[src/rtl/lsbx_pkg.sv]
package lsbx_pkg;
  // Width of the low input field that is spread over the DAC's last bit:
  // the bits below the upper DAC bits plus the DAC LSB position itself.
  function automatic int lsb_field_w(input int in_w, input int dac_w);
    return in_w - dac_w + 1;
  endfunction

  // Modulus of the accumulator: an all-ones field means a constant high.
  function automatic int lsb_modulus(input int field_w);
    return (1 << field_w) - 1;
  endfunction
endpackage

[src/rtl/lsbx_capture.sv]
module lsbx_capture #(
  parameter int W = 6
) (
  input  logic         clk,
  input  logic         rst,
  input  logic         load,
  input  logic [W-1:0] din,
  output logic [W-1:0] hold
);
  always_ff @(posedge clk) begin
    if (rst)       hold <= '0;
    else if (load) hold <= din;
  end
endmodule

[src/rtl/lsbx_dsmod.sv]
module lsbx_dsmod #(
  parameter int FW = 3
) (
  input  logic          clk,
  input  logic          rst,
  input  logic [FW-1:0] lvl,
  output logic          bit_q
);
  import lsbx_pkg::*;
  localparam int          MOD_I = lsb_modulus(FW);
  localparam logic [FW:0] MODV  = (FW+1)'(MOD_I);

  logic [FW-1:0] acc;
  logic [FW:0]   sum;
  logic          hit;
  logic [FW:0]   nxt;

  always_comb begin
    sum = {1'b0, acc} + {1'b0, lvl};
    hit = (sum >= MODV);
    nxt = hit ? (sum - MODV) : sum;
  end

  // Accumulator never restarts on a pixel boundary: only reset clears it.
  always_ff @(posedge clk) begin
    if (rst) begin
      acc   <= '0;
      bit_q <= 1'b0;
    end else begin
      acc   <= nxt[FW-1:0];
      bit_q <= hit;
    end
  end

  AST_ACC_RANGE: assert property (@(posedge clk) disable iff (rst)
    {1'b0, acc} < MODV);
  AST_FULL_ON: assert property (@(posedge clk) disable iff (rst)
    (lvl == FW'(MOD_I)) |=> bit_q);
  AST_FULL_OFF: assert property (@(posedge clk) disable iff (rst)
    (lvl == '0) |=> !bit_q);
endmodule

[src/rtl/lsb_sigma_extender.sv]
module lsb_sigma_extender #(
  parameter int IN_W  = 6,
  parameter int DAC_W = 4
) (
  input  logic             clk_sub,
  input  logic             rst,
  input  logic             pix_stb,
  input  logic [IN_W-1:0]  pix_in,
  output logic [DAC_W-1:0] dac_out
);
  import lsbx_pkg::*;
  localparam int FW = lsb_field_w(IN_W, DAC_W);
  localparam int HW = DAC_W - 1;

  logic [IN_W-1:0] held;
  logic [HW-1:0]   hi_q;
  logic            lsb_bit;

  lsbx_capture #(.W(IN_W)) u_cap (
    .clk  (clk_sub),
    .rst  (rst),
    .load (pix_stb),
    .din  (pix_in),
    .hold (held)
  );

  lsbx_dsmod #(.FW(FW)) u_mod (
    .clk   (clk_sub),
    .rst   (rst),
    .lvl   (held[FW-1:0]),
    .bit_q (lsb_bit)
  );

  // Upper bits pass straight through, aligned with the modulator register.
  always_ff @(posedge clk_sub) begin
    if (rst) hi_q <= '0;
    else     hi_q <= held[IN_W-1:FW];
  end

  assign dac_out = {hi_q, lsb_bit};

  AST_RESET_ZERO: assert property (@(posedge clk_sub)
    rst |=> (dac_out == '0));
  AST_UPPER_PASS: assert property (@(posedge clk_sub) disable iff (rst)
    pix_stb |=> ##1 (dac_out[DAC_W-1:1] == $past(pix_in[IN_W-1:FW], 2)));
  AST_UPPER_STEADY: assert property (@(posedge clk_sub) disable iff (rst)
    (!pix_stb && !$past(pix_stb) && !$past(rst)) |=> $stable(dac_out[DAC_W-1:1]));
endmodule

[config.mk]
export PLATFORM = sky130hd
export DESIGN_NAME = lsb_sigma_extender
export DESIGN_NICKNAME = d
export VERILOG_FILES = /design/src/rtl/lsbx_pkg.sv /design/src/rtl/lsbx_capture.sv /design/src/rtl/lsbx_dsmod.sv /design/src/rtl/lsb_sigma_extender.sv
export SDC_FILE = /design/constraint.sdc
export NUM_CORES = 1
export LEC_CHECK = 0
export ABC_AREA = 1
export BUFFER_PORTS_ARGS = -buffer_cell sky130_fd_sc_hd__buf_2
export CAP_MARGIN = 5
export CORE_AREA = 2 2 39 41
export CTS_CLUSTER_SIZE = 14
export DETAILED_ROUTE_END_ITERATION = 8
export DIE_AREA = 0 0 41 43
export PLACE_DENSITY_LB_ADDON = 0.15
export SYNTH_ARGS = -nofsm -noshare
export SYNTH_HDL_FRONTEND = slang
export SYNTH_HIERARCHICAL = 1
export SYNTH_SLANG_ARGS = --single-unit
[constraint.sdc]
create_clock -name clk_sub -period 1.9 [get_ports clk_sub]
set_input_delay 0.475 -clock clk_sub [delete_from_list [all_inputs] [get_ports clk_sub]]
set_output_delay 0.475 -clock clk_sub [all_outputs]
set_load 0.05 [all_outputs]
==> flow_summary.ini, run 1 <==
[outcome]
status = finished, final reports clean

[cts]
clk_latency_ns = 0.27
clk_pin_slew_ns = 0.07
post_cts_buffers = 0
cts_sinks = 13
ctsHoldBuffers = 0
htreeDepth = 1
cts_buffer_depth = 2
cts_buffers = 3
cts_root_buf = clkbuf_4
ctsResizeCount = 0
tritoncts = done

[global_route]
gr-total-overflow = 0
antenna_found_initial = 0
grt_start_max_net_pins = 13
grtUsageTotal_pct = 13.97
grt_pass1_wl_um = 1587
grt_pass1_vias = 397

[hold_path]
hold_depth = 2
worstHoldStart = u_cap/hold[4]$_SDFFE_PP0P_
hp-class = reg -> reg
hold_path_end = hi_q[1]$_SDFF_PP0_

[drt]
wl_um = 969
wl_per_cell_um = 8.282
drtIter0Drc = 6
dr.pass1.iters = 4
vias = 494
vias_per_cell = 4.222
ant_nets = 0
drc = 0

[yosys]
synth_area_leader_cell = dfxtp_1
yosys-top-cells-count = 20 x nand2_1, 19 x inv_1, 17 x nor2_1, 13 x dfxtp_1
syn-cell-area_um2 = 630.6
ys_types = 14
synth_flop_cell = dfxtp_1
syn_inst = 87
ys_top_cells_by_area = dfxtp_1 41%, nand2_1 12%, inv_1 11%
syn_avg_cell_area_um2 = 7.248
synth_edf_count = 0
synth-seq-cells = 13
seq_area_frac_synth_pct = 41.27
synth_most_common_cell = nand2_1
syn_nets = 101
async_reset_ff_share_pct = 0
synth_top_cell_area_share_pct = 41.27
yosys_warnings = 6

[cells_and_area]
drive_gt1_share_pct = 18.81
syn_to_final_growth_pct = 13.89
fin_nets = 116
antenna_cells = 0

[worst_setup_path]
crit_arrival_ns = 1.91
worst_r2r_endpoint = u_mod/acc[0]$_SDFF_PP0_
worstRegToRegCells = 8
crit_type = reg -> reg
critPathMaxFanout = 6
r2r-start = u_cap/hold[0]$_SDFFE_PP0P_
reg2reg_slack_ns = 0.16
cp-end-kind = flip-flop
cp.required_ns = 2.06
worstSetupStartpointType = flip-flop

[floorplanning]
dieArea_um2 = 1763
die_w_um = 41
initial_core_util_pct = 45.57
ios = 13
fp.dieH_um = 43
core_um2 = 1384
rows = 14

[placement]
place_ws_ns = 0.1393
gp_congestion = 0.6637
dpl.hpwl_um = 766.6
numPortBuffers = 12

[power_and_ir_drop]
cellPowerDensity_nw_per_um2 = 965.5
irDropWorstVdd_v = 0.0004484
p_leak_nw = 0.4087

[sta]
rsz0062_at_grt = no
worst_pin_slew_ns = 0.2473
fmax_mhz = 574.4
skew_ns = 0.008242
tns_ns = 0
period_needed_ns = 1.741
hold_viol = 0
finalMaxSlewViolations = 0
setup_ws_ns = 0.1591
maxSlewHeadroom_pct = 83.63
min_period_over_period_pct = 91.62
finalSetupViolations = 0

[run]
cap_violations = 0
==> worst max-delay path: stages, from the launching register on <==
cell and delay (ns):
dfxtp_1 0.32, ha_1 0.19, inv_1 0.09, fa_1 0.43, inv_1 0.08, ha_1 0.21, nand3_4 0.11, a21oi_1 0.15
nor2_1 0.06
==> worst max-delay path by stage <==
stage / startpoint / end / slack [ns] / cells after the start
2_1_floorplan: u_cap/hold[0]$_SDFFE_PP0P_ / u_mod/acc[0]$_SDFF_PP0_ / 0.26 / 8
3_3_place_gp: u_cap/hold[0]$_SDFFE_PP0P_ / u_mod/acc[0]$_SDFF_PP0_ / 0.21 / 8
3_5_place_dp: u_cap/hold[0]$_SDFFE_PP0P_ / u_mod/acc[0]$_SDFF_PP0_ / 0.14 / 8
4_1_cts: u_cap/hold[0]$_SDFFE_PP0P_ / u_mod/acc[0]$_SDFF_PP0_ / 0.14 / 8
5_1_grt: u_cap/hold[0]$_SDFFE_PP0P_ / u_mod/acc[1]$_SDFF_PP0_ / 0.04 / 8
6_report: u_cap/hold[0]$_SDFFE_PP0P_ / u_mod/acc[0]$_SDFF_PP0_ / 0.16 / 8
==> state kept, by name (all words and copies together), names as in the netlist <==
register	count
u_cap/hold	6
hi_q	3
u_mod/acc	3
u_mod/bit_q	1
==> placed cells by master, fill, tap and decap left out <==
cell	netlist	routed
nor2_2	2	2
buf_2	0	12
nand2_1	20	20
nand2_2	1	1
nor2_1	17	17
dfxtp_1	13	13
clkbuf_4	0	3
fa_1	1	1
inv_1	19	19
ha_1	4	4
nand3_4	1	1
nand3_1	2	2
clkbuf_1	0	1
a21oi_1	4	4
o21ai_0	1	1
==> layer usage <==
metal  track usage (%)  vias up  share of wire [%]
li1                  -      280                  -
met1             17.49      206                 48
met2             19.06        6                 48
met3             3.141        2                3.2
met4             12.00        0                1.0
met5                 0        -                  0
==> kinds of logic after synthesis <==
family | Yosys count | synth area share (%)
AOI/OAI and AO/OA | 5 | 3.968
adders and majority gates | 5 | 11.11
buffers and inverters | 21 | 14.29
DFF | 13 | 41.27
and+or+nand+nor | 43 | 29.37
==> metrics by stage <==
stage | utilization (%) | cells | hold slack [ns] | cell area (um2) | total power (W)
2_1_floorplan | - | 87 | 0.4030 | 630.6 | 0.0004943
3_3_place_gp | 50.00 | 113 | 0.4082 | 691.9 | 0.0005292
3_5_place_dp | 50.00 | 113 | 0.4126 | 691.9 | 0.0005340
4_1_cts | 51.90 | 117 | 0.4244 | 718.2 | 0.0007053
5_1_grt | 51.90 | 117 | 0.4288 | 718.2 | 0.0007479
6_report | 51.90 | 117 | 0.4229 | 718.2 | 0.0006934
==> final cells by class <==
cell class | instances | area, um2
well taps | 16 | 20.02
clock buffers | 4 | 26.28
repair buffers | 12 | 60.06
inverters | 19 | 71.32
flip-flops and latches | 13 | 260.3
multi-input cells | 53 | 280.3
fillers | 153 | 665.6
==> where the power goes <==
group          switching, W  internal (W)
Sequential        0.0000148      0.000306
Combinational      0.000126     0.0000772
Clock             0.0000887     0.0000812
No activity file was read; power rests on OpenSTA's default activity.
==> inputs of run 2 (changes only) <==
- CORE_AREA: 2 2 39 41 -> not set
- CORE_MARGIN: not set -> 2
- CORE_UTILIZATION: not set -> 30
- CTS_BUF_LIST: not set -> sky130_fd_sc_hd__clkbuf_2
- DIE_AREA: 0 0 41 43 -> not set
==> flow_summary.ini, run 2 (synthesis gave the netlist of run 1 again) <==
[cells_and_area]
regMostFlops = u_cap/hold
syn_to_final_growth_pct = 15.08
final_cell_mix = 20 x nand2_1, 19 x inv_1, 17 x nor2_1, 13 x dfxtp_1, 12 x buf_2
drive_gt1_share_pct = 19.80
final_area_um2 = 725.7
largestRegisters = u_cap/hold: 6 flops, hi_q: 3 flops, u_mod/acc: 3 flops
antenna_cells = 0
fin_cells = 128
fin_nets = 116
fin_util_pct = 36.62
largest_reg_flops = 6
final_common_cell = nand2_1

[worst_setup_path]
crit_type = reg -> reg
cp.required_ns = 2.09
crit_arrival_ns = 1.92
cp-end-kind = flip-flop
worstSetupStartpointType = flip-flop
critPathMaxFanout = 6

[placement]
numPortBuffers = 12
place_area_um2 = 705.7
dp_cells = 124
dpl.hpwl_um = 800.3
gp_congestion = 0.7835

[cts]
post_cts_buffers = 0
ctsHoldBuffers = 0
cts_root_buf = clkbuf_2
cts_sinks = 13
htreeDepth = 1
clk_latency_ns = 0.27
ctsResizeCount = 0
tritoncts = done
clk_pin_slew_ns = 0.13
cts_buffers = 3
cts_buffer_depth = 2

[sta]
hold_viol = 0
finalMaxSlewViolations = 0
worst_pin_slew_ns = 0.2490
min_period_over_period_pct = 91.05
period_needed_ns = 1.730
finalSetupViolations = 0
tns_ns = 0
fmax_mhz = 578.1
rsz0062_at_grt = no
maxSlewHeadroom_pct = 83.51
skew_ns = 0.01154

[global_route]
grtUsageTotal_pct = 10.74
gr-total-overflow = 0
antenna_found_initial = 0
grt_pass1_vias = 462
grt_pass1_wl_um = 1938
grt_start_max_net_pins = 13

[floorplanning]
dieArea_um2 = 2485
fp.dieH_um = 49.85
die_w_um = 49.85
core_um2 = 1982
initial_core_util_pct = 31.82
ios = 13
rows = 16

[drt]
wl_um = 1048
drc = 0
wl_per_cell_um = 8.188
ant_nets = 0
vias_per_cell = 4.039
vias = 517
dr.pass1.iters = 4
drtIter0Drc = 5

[power_and_ir_drop]
finalPower_w = 0.0006730
p_leak_nw = 0.4104
irDropWorstVdd_v = 0.0003686
cellPowerDensity_nw_per_um2 = 927.3

[hold_path]
hp-class = reg -> reg

[run]
cap_violations = 0

[outcome]
status = finished, final reports clean
## run 2: per-layer routing
metal | track usage, % | share of wire (%)
met5 | 0 | 0
met4 | 6.944 | 2.6
met3 | 4.545 | 5.2
met2 | 14.89 | 44
met1 | 13.46 | 48
## run 2: worst max-delay path, stage by stage, from the launching register on
cell and delay, ns:
dfxtp_1 0.34, ha_1 0.17, inv_1 0.09, fa_1 0.43, inv_1 0.07, ha_1 0.20
nand3_4 0.11, a21oi_1 0.16, nor2_1 0.06
## run 2: worst paths after layout
path                                    from  slack (ns)  depth (start not counted)                      end
setup / recovery     u_mod/acc[0]$_SDFF_PP0_        0.17                          8  u_mod/acc[1]$_SDFF_PP0_
setup reg to reg     u_mod/acc[0]$_SDFF_PP0_        0.17                          8  u_mod/acc[1]$_SDFF_PP0_
hold reg to reg   u_cap/hold[4]$_SDFFE_PP0P_        0.42                          2       hi_q[1]$_SDFF_PP0_
hold / removal    u_cap/hold[4]$_SDFFE_PP0P_        0.42                          2       hi_q[1]$_SDFF_PP0_
## run 2: final cells by class
type                    count  area, um2
well taps                  27      33.78
flip-flops and latches     13      260.3
fillers                   216       1256
clock buffers               4      20.02
inverters                  19      71.32
repair buffers             12      60.06
multi-input cells          53      280.3
## run 2: per-stage QoR
step                      hold slack [ns]  setup slack, ns
final                              0.4154           0.1701
after floorplan                    0.4030           0.2621
after global placement             0.4116           0.1984
after CTS                          0.4130           0.1505
after detailed placement           0.4159           0.1665
after global routing               0.4182          0.03281
## run 2: report_power, final
group	switching (W)	internal, W
registers	0.0000161	0.000306
logic	0.000127	0.0000782
clock network	0.0000900	0.0000558
==> inputs of run 3 (changes only) <==
- RECOVER_POWER: not set -> 100
==> flow_summary.ini, run 3 (synthesis gave the netlist of run 1 again) <==
[power_and_ir_drop]
p_leak_nw = 0.3912
irDropWorstVdd_v = 0.0003622
cellPowerDensity_nw_per_um2 = 932.8

[cts]
htreeDepth = 1
cts_sinks = 13
ctsResizeCount = 0
post_cts_buffers = 0
cts_root_buf = clkbuf_2
clk_pin_slew_ns = 0.13
ctsHoldBuffers = 0
cts_buffer_depth = 2
tritoncts = done
cts_buffers = 3
clk_latency_ns = 0.27

[cells_and_area]
multi_input_area_um2 = 280.3
regMostFlops = u_cap/hold
register_area_um2 = 260.3
syn_to_final_growth_pct = 14.09
largestRegisters = u_cap/hold: 6 flops, hi_q: 3 flops, u_mod/acc: 3 flops
fin_nets = 116
fin_util_pct = 36.30
fin_cells = 128
drive_gt1_share_pct = 14.85
antenna_cells = 0
final_common_cell = nand2_1
fillers = 221
largest_reg_flops = 6
final_cell_mix = 20 x nand2_1, 19 x inv_1, 17 x nor2_1, 13 x dfxtp_1, 7 x buf_2

[hold_path]
hold_path_end = hi_q[1]$_SDFF_PP0_
hp-class = reg -> reg
hold_depth = 2
worstHoldStart = u_cap/hold[4]$_SDFFE_PP0P_

[sta]
skew_ns = 0.01121
tns_ns = 0
rsz0062_at_grt = no
finalMaxSlewViolations = 0
min_period_over_period_pct = 91.03
hold_viol = 0
finalSetupViolations = 0
maxSlewHeadroom_pct = 60.59
fmax_mhz = 578.2
setup_ws_ns = 0.1704
period_needed_ns = 1.730
worst_pin_slew_ns = 0.5937

[floorplanning]
die_w_um = 49.85
dieArea_um2 = 2485
initial_core_util_pct = 31.82
ios = 13
core_um2 = 1982
fp.dieH_um = 49.85
rows = 16

[drt]
vias = 518
drtIter0Drc = 5
ant_nets = 0
dr.pass1.iters = 4
wl_um = 1054
wl_per_cell_um = 8.234
vias_per_cell = 4.047
drc = 0

[worst_setup_path]
worstSetupStartpointType = flip-flop
cp.required_ns = 2.08
cp-end-kind = flip-flop
reg2reg_slack_ns = 0.17
critPathMaxFanout = 6
worstRegToRegCells = 8
crit_type = reg -> reg
worst_r2r_endpoint = u_mod/acc[1]$_SDFF_PP0_
r2r-start = u_mod/acc[0]$_SDFF_PP0_
crit_arrival_ns = 1.91

[outcome]
status = finished, final reports clean

[global_route]
grt_start_max_net_pins = 13
antenna_found_initial = 0
grt_pass1_wl_um = 1938
gr-total-overflow = 0
grt_pass1_vias = 462
grtUsageTotal_pct = 10.74

[placement]
gp_congestion = 0.7835
place_ws_ns = 0.1665
dp_cells = 124
numPortBuffers = 12
dpl.hpwl_um = 800.3

[run]
cap_violations = 0
==> run 3: changes by cell type in the layout (fill, tap and decap cells not counted), sizes merged <==
cell | before | now
clkbuf | 4 | 9
buf | 12 | 7
==> run 3: per-stage QoR <==
step / cell area [um2] / hold slack [ns] / power (W)
6_report: 719.4 / 0.4158 / 0.0006711
5_1_grt: 719.4 / 0.4604 / 0.0007348
4_1_cts: 725.7 / 0.4130 / 0.0006861
3_5_place_dp: 705.7 / 0.4159 / 0.0005351
3_3_place_gp: 705.7 / 0.4116 / 0.0005321
2_1_floorplan: 630.6 / 0.4030 / 0.0004943
==> run 3: per-layer routing <==
| layer | share of wire, % | GRT usage [%] | vias up |
|---|---|---|---|
| li1 | - | - | 280 |
| met4 | 2.6 | 6.944 | 0 |
| met3 | 5.2 | 4.545 | 2 |
| met5 | 0 | 0 | - |
| met2 | 43 | 14.89 | 12 |
| met1 | 49 | 13.46 | 224 |
==> run 3: power breakdown <==
group,internal (W),switching (W)
registers,0.000306,0.0000163
logic,0.0000762,0.000127
clock network,0.0000558,0.0000898
total,0.000438,0.000233
==> run 3: worst max-delay path, cell delays in order, from the launching register on <==
cell and delay, ns:
dfxtp_1 0.34, ha_1 0.17, inv_1 0.09, fa_1 0.43
inv_1 0.07, ha_1 0.20, nand3_4 0.11, a21oi_1 0.16
nor2_1 0.06
==> run 3: worst max path at each step <==
| stage | from | endpoint | slack [ns] | depth (start not counted) |
|---|---|---|---|---|
| finish | u_mod/acc[0]$_SDFF_PP0_ | u_mod/acc[1]$_SDFF_PP0_ | 0.17 | 8 |
| global route | u_cap/hold[0]$_SDFFE_PP0P_ | u_mod/acc[0]$_SDFF_PP0_ | 0.03 | 8 |
| CTS | u_mod/acc[0]$_SDFF_PP0_ | u_mod/acc[1]$_SDFF_PP0_ | 0.15 | 8 |
| detailed placement | u_cap/hold[0]$_SDFFE_PP0P_ | u_mod/acc[1]$_SDFF_PP0_ | 0.17 | 8 |
| global placement | u_mod/acc[0]$_SDFF_PP0_ | u_mod/acc[1]$_SDFF_PP0_ | 0.20 | 9 |
| floorplan | u_cap/hold[0]$_SDFFE_PP0P_ | u_mod/acc[0]$_SDFF_PP0_ | 0.26 | 8 |
==> run 3: area by class of cell <==
type	instances	share of cell area [%]
multi-input combinational	53	38.96
clock buffer	4	2.783
timing repair buffer	12	7.478
sequential	13	36.17
tap	27	4.696
inverter	19	9.913
